[config.mk]
export PLATFORM = sky130hd
export DESIGN_NAME = fp32_adder
export DESIGN_NICKNAME = d
export VERILOG_FILES = /design/src/rtl/fp32_adder.sv
export SDC_FILE = /design/constraint.sdc
export NUM_CORES = 1
export LEC_CHECK = 0
export BUFFER_PORTS_ARGS = -buffer_cell sky130_fd_sc_hd__buf_2
export CORE_MARGIN = 2
export CORE_UTILIZATION = 25
export CTS_BUF_LIST = sky130_fd_sc_hd__clkbuf_8
export DETAILED_ROUTE_END_ITERATION = 10
export GPL_TIMING_DRIVEN = 0
export PLACE_DENSITY_LB_ADDON = 0.08
export SLEW_MARGIN = 40
export SYNTH_ARGS = -nofsm -noshare
export SYNTH_HDL_FRONTEND = slang
export SYNTH_SLANG_ARGS = --single-unit
[constraint.sdc]
create_clock -name clk -period 2.4 [get_ports clk]
set_input_delay 0.12 -clock clk [delete_from_list [all_inputs] [get_ports clk]]
set_output_delay 0.12 -clock clk [all_outputs]
set_load 0.03 [all_outputs]
[src/rtl/fp32_adder.sv]
module fp32_adder (
  input  logic        clk,
  input  logic        rst_n,
  input  logic        in_valid,
  output logic        in_ready,
  input  logic [31:0] in_a,
  input  logic [31:0] in_b,
  input  logic        in_sub,
  output logic        out_valid,
  input  logic        out_ready,
  output logic [31:0] out_res,
  output logic        out_ovf,
  output logic        out_udf,
  output logic        out_inv
);
  localparam int EW = 8;
  localparam int FW = 23;
  localparam int MW = FW + 1;
  localparam int XW = MW + 3;
  localparam int SHW = 2 * MW + 2;
  localparam int MAXSH = SHW - 2;
  localparam logic [31:0] QNAN = 32'h7FC0_0000;
  localparam logic [EW-1:0] EMAX = {EW{1'b1}};

  logic sgn_a, sgn_b;
  logic a_nan, b_nan, a_inf, b_inf;
  logic swap;
  logic [30:0] mag_l, mag_s;
  logic sgn_l, sgn_s;
  logic [9:0] exp_l, exp_s, gap;
  logic [MW-1:0] sig_l, sig_s;
  logic [SHW-1:0] shifted;
  logic [XW-1:0] big_x, small_x;
  logic [XW:0] raw;
  logic [4:0] lzc;
  logic [9:0] lsh;
  logic [XW-1:0] nrm;
  logic [9:0] exp_n, exp_r;
  logic rnd_up;
  logic [MW:0] sig_r;
  logic [MW-1:0] sig_f;
  logic [31:0] res_d;
  logic ovf_d, udf_d, inv_d;

  assign sgn_a = in_a[31];
  assign sgn_b = in_b[31] ^ in_sub;
  assign a_nan = (in_a[30:23] == EMAX) && (in_a[22:0] != '0);
  assign b_nan = (in_b[30:23] == EMAX) && (in_b[22:0] != '0);
  assign a_inf = (in_a[30:23] == EMAX) && (in_a[22:0] == '0);
  assign b_inf = (in_b[30:23] == EMAX) && (in_b[22:0] == '0);

  assign swap  = in_b[30:0] > in_a[30:0];
  assign mag_l = swap ? in_b[30:0] : in_a[30:0];
  assign mag_s = swap ? in_a[30:0] : in_b[30:0];
  assign sgn_l = swap ? sgn_b : sgn_a;
  assign sgn_s = swap ? sgn_a : sgn_b;

  assign exp_l = (mag_l[30:23] == '0) ? 10'd1 : {2'b00, mag_l[30:23]};
  assign exp_s = (mag_s[30:23] == '0) ? 10'd1 : {2'b00, mag_s[30:23]};
  assign sig_l = {mag_l[30:23] != '0, mag_l[22:0]};
  assign sig_s = {mag_s[30:23] != '0, mag_s[22:0]};
  assign gap   = exp_l - exp_s;

  assign shifted = {sig_s, {(SHW-MW){1'b0}}} >> ((gap > MAXSH) ? MAXSH : gap);
  assign small_x = {shifted[SHW-1:SHW-MW-2], |shifted[SHW-MW-3:0]};
  assign big_x   = {sig_l, 3'b000};
  assign raw     = (sgn_l ^ sgn_s) ? ({1'b0, big_x} - {1'b0, small_x})
                                   : ({1'b0, big_x} + {1'b0, small_x});

  always_comb begin
    lzc = 5'(XW);
    for (int i = 0; i < XW; i++)
      if (raw[i]) lzc = 5'(XW - 1 - i);
  end

  always_comb begin
    lsh = '0;
    if (raw[XW]) begin
      nrm   = {raw[XW:2], raw[1] | raw[0]};
      exp_n = exp_l + 10'd1;
    end else begin
      lsh   = ({5'd0, lzc} < (exp_l - 10'd1)) ? {5'd0, lzc} : (exp_l - 10'd1);
      nrm   = raw[XW-1:0] << lsh;
      exp_n = exp_l - lsh;
    end
  end

  assign rnd_up = nrm[2] & (nrm[1] | nrm[0] | nrm[3]);
  assign sig_r  = {1'b0, nrm[XW-1:3]} + {{MW{1'b0}}, rnd_up};
  assign sig_f  = sig_r[MW] ? sig_r[MW:1] : sig_r[MW-1:0];
  assign exp_r  = sig_r[MW] ? exp_n + 10'd1 : exp_n;

  always_comb begin
    res_d = '0;
    ovf_d = 1'b0;
    udf_d = 1'b0;
    inv_d = 1'b0;
    if (a_nan || b_nan) begin
      res_d = QNAN;
    end else if (a_inf && b_inf) begin
      if (sgn_a != sgn_b) begin
        res_d = QNAN;
        inv_d = 1'b1;
      end else begin
        res_d = {sgn_a, EMAX, 23'd0};
      end
    end else if (a_inf) begin
      res_d = {sgn_a, EMAX, 23'd0};
    end else if (b_inf) begin
      res_d = {sgn_b, EMAX, 23'd0};
    end else if (raw == '0) begin
      res_d = {sgn_l & sgn_s, 31'd0};
    end else if (exp_r >= {2'b00, EMAX}) begin
      res_d = {sgn_l, EMAX, 23'd0};
      ovf_d = 1'b1;
    end else begin
      res_d = {sgn_l, sig_f[MW-1] ? exp_r[EW-1:0] : {EW{1'b0}}, sig_f[FW-1:0]};
      udf_d = ~sig_f[MW-1];
    end
  end

  assign in_ready = ~out_valid | out_ready;

  always_ff @(posedge clk or negedge rst_n) begin
    if (!rst_n) begin
      out_valid <= 1'b0;
      out_res   <= '0;
      out_ovf   <= 1'b0;
      out_udf   <= 1'b0;
      out_inv   <= 1'b0;
    end else if (in_valid && in_ready) begin
      out_valid <= 1'b1;
      out_res   <= res_d;
      out_ovf   <= ovf_d;
      out_udf   <= udf_d;
      out_inv   <= inv_d;
    end else if (out_ready) begin
      out_valid <= 1'b0;
    end
  end
endmodule

### After elaboration in Yosys (flattened, before gate mapping)

Index checks and enable logic that the tools add are counted.

* memories kept: 0
* bits in read-only memories: 0
* latch bits: 0
* flip-flop bits (word level): 36
* output and inout bits: 37
* word-level logic and storage cells: 115
* RAM bits: 0

* $add $sub $neg: 8
* multipliers: 0
* bitwise operators: 10
* muxes and demuxes: 65
* $lt $le $gt $ge: 4
* reductions and logical operators: 18
* shift operators: 2
* divide/modulo/power cells: 0
* equality and inequality tests: 3

Operators with widths (number)
* 2-to-1 mux 32 bit: 6
* 2-to-1 mux 5 bit: 25
* 2-to-1 mux 31 bit: 3
* right shift 50 x 10 -> 50 bit: 1
* zero test 23 bit: 2
* nonzero test 23 bit: 2
* 2-to-1 mux 10 bit: 4
* > comparator 31 bit: 1
* adder 27 x 27 -> 28 bit: 1
* zero test 28 bit: 1
* 2-to-1 mux 28 bit: 1
* subtractor 27 x 27 -> 28 bit: 1
* 2-to-1 mux 27 bit: 1
* left shift 27 x 10 -> 27 bit: 1
* adder 24 x 1 -> 25 bit: 1
* 2-to-1 mux 24 bit: 1
* 2-to-1 mux 8 bit: 3
* OR reduction 24 bit: 1
* 2-to-1 mux 1 bit: 20
* == test 8 bit, second input constant: 2
* zero test 8 bit: 2
* nonzero test 8 bit: 2
* adder 10 x 1 -> 10 bit, second input constant: 1
* >= comparator 10 x 8 -> 1 bit, second input constant: 1
* 15 further kinds: 26

### Longest topological paths before layout

* word-level depth: 54
* depth in mapped cells: 89
* depth with buffers taken out: 76

### Least setup slack after synthesis

Ideal clock, no wire load.

* path type: input-to-reg
* from: input in_a[25]
* to: register out_res[11]
* arrival time: 17.580 ns
* stages on the path: 84
* library setup time: 0.104 ns
* path slack: -15.283 ns
* path buffers: 11
* data required time: 2.296 ns
* path through: buf_2 -> inv_1 -> ha_1 -> nand2_1 -> nor3_1 -> a2111oi_2 -> a21boi_1 -> nor2_1 -> buf_2 -> clkbuf_1 -> buf_1 -> buf_1 -> mux2i_1 -> nand2_1 -> nor2_1 -> nand2_1 -> and2_1 -> clkbuf_1 -> [... 48 more ...] -> buf_2 -> buf_2 -> ha_1 -> fa_1 -> nor2_1 -> nor2_1 -> o311a_1 -> or3_1 -> o311ai_0 -> a31oi_1 -> a31oi_1 -> nand2_1 -> nor4_1 -> nand2_1 -> nor4b_2 -> o22ai_2 -> buf_4 -> o41ai_2

* longest elaborated chain between the ends: 54
* elaborated cells between the ends (all ways): 76

RTL lines
* from (decl): line 6 `input logic [31:0] in_a,`
* > comparator 31 bit: line 52 `assign swap = in_b[30:0] > in_a[30:0];`
* 2-to-1 mux 31 bit, on equally long branches: line 53, 54
* zero test 8 bit, on equally long branches: line 58, 59
* 2-to-1 mux 8 bit, on equally long branches: line 58, 59
* subtractor 8 x 8 -> 9 bit: line 62 `assign gap = exp_l - exp_s;`
* > comparator 10 x 6 -> 1 bit: line 64 `assign shifted = {sig_s, {(SHW-MW){1'b0}}} >> ((gap > MAXSH) ? MAXSH : gap);`
* 2-to-1 mux 10 bit: line 64
* right shift 50 x 10 -> 50 bit: line 64
* [... 38 more ...]
* 2-to-1 mux 10 bit: line 91 `assign exp_r = sig_r[MW] ? exp_n + 10'd1 : exp_n;`
* >= comparator 10 x 8 -> 1 bit: line 113 `end else if (exp_r >= {2'b00, EMAX}) begin`
* 2-to-1 mux 31 bit: line 113
* 2-to-1 mux 32 bit: line 111 `end else if (raw == '0) begin`
* 2-to-1 mux 32 bit: line 109 `end else if (b_inf) begin`
* 2-to-1 mux 32 bit: line 107 `end else if (a_inf) begin`
* 2-to-1 mux 32 bit: line 100 `end else if (a_inf && b_inf) begin`
* 2-to-1 mux 32 bit (*): line 98 `if (a_nan || b_nan) begin`
* to (signal assigned): line 133 `out_res <= res_d;`
* to (decl): line 11 `output logic [31:0] out_res,`

Every way passes the cells marked *; elsewhere a longest branch is shown, timed or not.
A chain may end at the register's enable or synchronous reset.

### Worst setup path after layout

* from: input in_b[22]
* to: register out_res[13]

* longest elaborated chain between the ends: 54
* elaborated cells between the ends (all ways): 77

RTL lines
* from (decl): line 7 `input logic [31:0] in_b,`
* > comparator 31 bit: line 52
* 2-to-1 mux 31 bit, on equally long branches: line 53, 54
* zero test 8 bit, on equally long branches: line 58, 59
* 2-to-1 mux 8 bit, on equally long branches: line 58, 59
* subtractor 8 x 8 -> 9 bit: line 62
* > comparator 10 x 6 -> 1 bit: line 64
* 2-to-1 mux 10 bit: line 64
* right shift 50 x 10 -> 50 bit: line 64
* [... 38 more ...]
* 2-to-1 mux 10 bit: line 91
* >= comparator 10 x 8 -> 1 bit: line 113
* 2-to-1 mux 31 bit: line 113
* 2-to-1 mux 32 bit: line 111
* 2-to-1 mux 32 bit: line 109
* 2-to-1 mux 32 bit: line 107
* 2-to-1 mux 32 bit: line 100
* 2-to-1 mux 32 bit (*): line 98

Marks and branches as above.

==> summary.txt <==
Status
  – Outcome: complete, but fails checks
  – Violated checks: setup timing

GRT
  – GRT busiest layer: met2
  – Met2 usage: 47.4%
  – Initial antenna violation count: 3
  – Global-route wire length before repair: between 100 and 150 mm
  – M1 GR Usage: 34.9%
  – Largest net degree at the start of global routing: 37
  – Overflow left after global routing: 0
  – Met3 usage: 1.63%
  – GRT Overall Usage: about 27%
  – Vias in the first global route: about 19000

Detailed routing
  – Final ANT Viol Nets: 0
  – WL final: around 85 mm
  – Remaining DRCs: 0
  – Vias per cell: a little under 6
  – Vias: 19100
  – DRT iter0 DRCs: approximately 1700
  – Drt pass-1 iters: 6
  – Drt wl/cell: 26.5 µm

Power
  – Sequential share of power: roughly 5.0%
  – Combinational power share: between 90% and 100%
  – Switch Pwr: about 12 mW
  – PwrDens: roughly 960 nW/µm²
  – Cell internal pwr: between 7 and 8 mW
  – Leak: roughly 8.0 nW
  – Total Power Consumption: a little under 20 mW
  – Sw Ratio: roughly 60%
  – Clk pwr share: under 10%
  – Worst vdd ir: roughly 0.00058 V

Layout
  – Final Non-Filler Cells: roughly 3200
  – Fin area: about 20000 µm²
  – Nets: ~2600
  – Area grow syn2layout: 35.3%
  – Number of diodes: 0
  – Share of cells above drive strength 1: 29.4%

Worst setup path
  – Arrival @ worst endpoint: around 16 ns
  – CP most frequent cell: buf_12
  – Crit path capture type: flop
  – Critical-path top delay cell: or4_1
  – Critical Path RT: roughly 2.6 ns
  – Max stage delay on crit path: about 0.63 ns
  – Crit Path Max Fanout: 10
  – Worst Setup Path Type: in -> reg
  – Setup crit start kind: input port

Logic synthesis
  – Library cells used by synthesis: 124
  – Ys async rst share: between 90% and 100%
  – Synth Instances: between 2000 and 2500
  – Synth Warn #: 0
  – Net Count, Synth: between 2000 and 2500
  – Yosys reg bits: 36
  – EDFF count, synth: 0
  – Post-Syn Area: around 15000 µm²
  – Sequential-to-total area share from yosys stat: under 10%
  – Main flop type after synthesis: dfrtp_1
  – Post-Synthesis Mean Instance Area: around 6.8 µm²

STA
  – RSZ-0062 raised after global routing: true
  – Final setup fails: 34
  – Final Hold Viols: 0
  – Tmin final: approximately 16 ns
  – Worst Tran Pin Value: 0.937 ns
  – Setup WS post-layout: -13.77 ns
  – Final period utilization: 674%
  – Clock Skew: ~0.0032 ns
  – Setup Total Neg Slack: -461.48 ns
  – Pins Over Slew Limit: 0
  – Slew HR: a little under two fifths
  – Max Freq: between 60 and 70 MHz
  – WHS: 0.0343 ns

Placement
  – Routability Congestion: 0.957
  – Buffers on Ports: 104
  – Dpl cells: roughly 3000
  – Placed cell area: approximately 17000 µm²
  – Post-DP HPWL: 69.0 mm

Clock network
  – H-tree lvl count: 2
  – Root buf cell: clkbuf_8
  – Clk Latency, worst-skew pair: between 0.3 and 0.4 ns
  – Clock transition at the registers of the reported paths: around 0.07 ns
  – TritonCTS clock tree: done
  – Num Clock Sinks: 36
  – Max Buffers Root-to-Sink: 2
  – Cts bufs inserted: 5

Worst hold path
  – Worst hold path type: in -> reg

Floorplanning
  – IO Pins: around 110
  – Total die area: between 60000 and 70000 µm²
  – Row cnt: about 90
  – Die X: 247 µm
  – Core Footprint: about 60000 µm²
  – Initial core utilization: ~25%
  – Die H: ~250 µm

Job
  – Max-cap violations: 0
-- power groups by stage --
stage / logic (mW) / registers, mW / clock network (mW)
6_report: 17.6 / 0.967 / 0.611
5_1_grt: 18.7 / 1.00 / 0.650
3_3_place_gp: 14.9 / 0.975 / 0
2_1_floorplan: 9.39 / 1.46 / 0
4_1_cts: 16.3 / 0.970 / 0.624
3_5_place_dp: 14.9 / 0.982 / 0
-- timing repair --
item | 4_1_cts | 5_1_grt
cloned | 5 | 2
resized for setup | 194 | 115
hold buffers | 1 | 0
pin swaps | 85 | 79
buffers inserted | 116 | 54
endpoints found under the hold margin | 36 | 0
endpoints found under the setup margin | 34 | 34
-- metrics by stage --
stage	setup slack [ns]	util, %
6_report	-13.77	34.0
3_3_place_gp	-18.41	28.6
4_1_cts	-13.55	32.3
2_1_floorplan	-12.84	-
3_5_place_dp	-17.87	28.8
5_1_grt	-14.36	34.0
-- cell type report --
| type | instances | area [µm²] |
|---|---|---|
| plain buffers | 115 | 759 |
| clock buffers | 7 | 96.3 |
| clock inverters | 1 | 30.0 |
| fillers | 6351 | 38700 |
| inverters | 118 | 467 |
| multi-input cells | 1892 | 14700 |
| flip-flops and latches | 36 | 901 |
| well taps | 773 | 967 |
| repair buffers | 283 | 2040 |
-- logic make-up after synthesis --
logic type / synth area share [%]
XOR/XNOR: 3.33
flip-flops: 6.11
other: 0.0254
AND/OR/NAND/NOR: 28.1
buffers and inverters: 6.71
multiplexers: 9.44
AO/OA/AOI/OAI: 37.1
adder cells (fa/ha/maj): 9.22
-- cell usage after synthesis (all sizes together), types with 12 or more instances --
master	instances	area share [%]
a2111oi	15	1.1
a211o	12	0.71
a211oi	44	2.4
a21o	32	1.6
a21oi	175	6.1
a221oi	13	0.94
a22oi	22	1.2
a31oi	29	1.2
and2	24	1.0
and3	22	0.93
buf	45	1.8
clkbuf	75	1.9
dfrtp	36	6.1
ha	103	8.7
inv	116	3.0
mux2	46	3.5
mux2i	82	5.6
nand2	254	6.5
nand2b	23	0.98
nand3	71	2.4
nand4	22	1.0
nor2	224	5.8
nor2b	15	0.64
nor3	79	2.7
nor4	35	1.8
o2111ai	12	0.87
o211ai	39	2.1
o21a	12	0.61
o21ai	127	4.5
o221ai	15	0.93
o22ai	26	1.1
o311ai	13	1.2
o31ai	26	1.3
o41ai	19	1.6
or2	14	0.59
or3	15	0.64
or4	15	0.84
xnor2	43	2.6
xor2	13	0.77
-- cell usage in the layout, fill, tap and decap left out, drive strengths merged, types with 44 or more instances in the layout --
cell type  Yosys  layout
clkbuf        75      81
mux2          46      46
a21oi        175     175
buf           45     321
nand3         71      71
a211oi        44      44
o21ai        127     128
mux2i         82      82
nor2         224     224
inv          116     115
nand2        254     254
ha           103     103
nor3          79      79
-- critical path, delay by kind of cell --
| family | cells | cell delay (ns) |
|---|---|---|
| compound gates | 21 | 4.71 |
| xor+xnor | 1 | 0.23 |
| fa+ha+maj | 7 | 1.80 |
| buf+inv | 20 | 2.92 |
| mux | 1 | 0.16 |
| simple gates | 29 | 6.37 |
-- worst paths after layout --
check / cells past startpoint / endpoint / startpoint / slack, ns
max: 79 / out_res[13]$_DFFE_PN0P_ / in_b[22] / -13.77
min: 2 / out_valid$_DFFE_PN0P_ / in_valid / 0.03
max reg2reg: 6 / out_res[5]$_DFFE_PN0P_ / out_valid$_DFFE_PN0P_ / -0.18
min reg2reg: 2 / out_res[7]$_DFFE_PN0P_ / out_res[7]$_DFFE_PN0P_ / 0.48
max in group asynchronous: 2 / out_res[9]$_DFFE_PN0P_ / rst_n / 1.75
min in group asynchronous: 2 / out_res[27]$_DFFE_PN0P_ / rst_n / 0.31
-- state kept, by name (all words and copies together) (netlist names) --
| signal | flops |
|---|---|
| out_ovf | 1 |
| out_udf | 1 |
| out_res | 32 |
| out_valid | 1 |
| out_inv | 1 |
-- metal layers --
layer / vias up / part of all wire (%)
met1: 9409 / 43
met2: 750 / 48
li1: 8823 / -
met3: 157 / 4.9
met5: - / 0.015
met4: 2 / 3.8
Power figures use the tool's default switching activity.
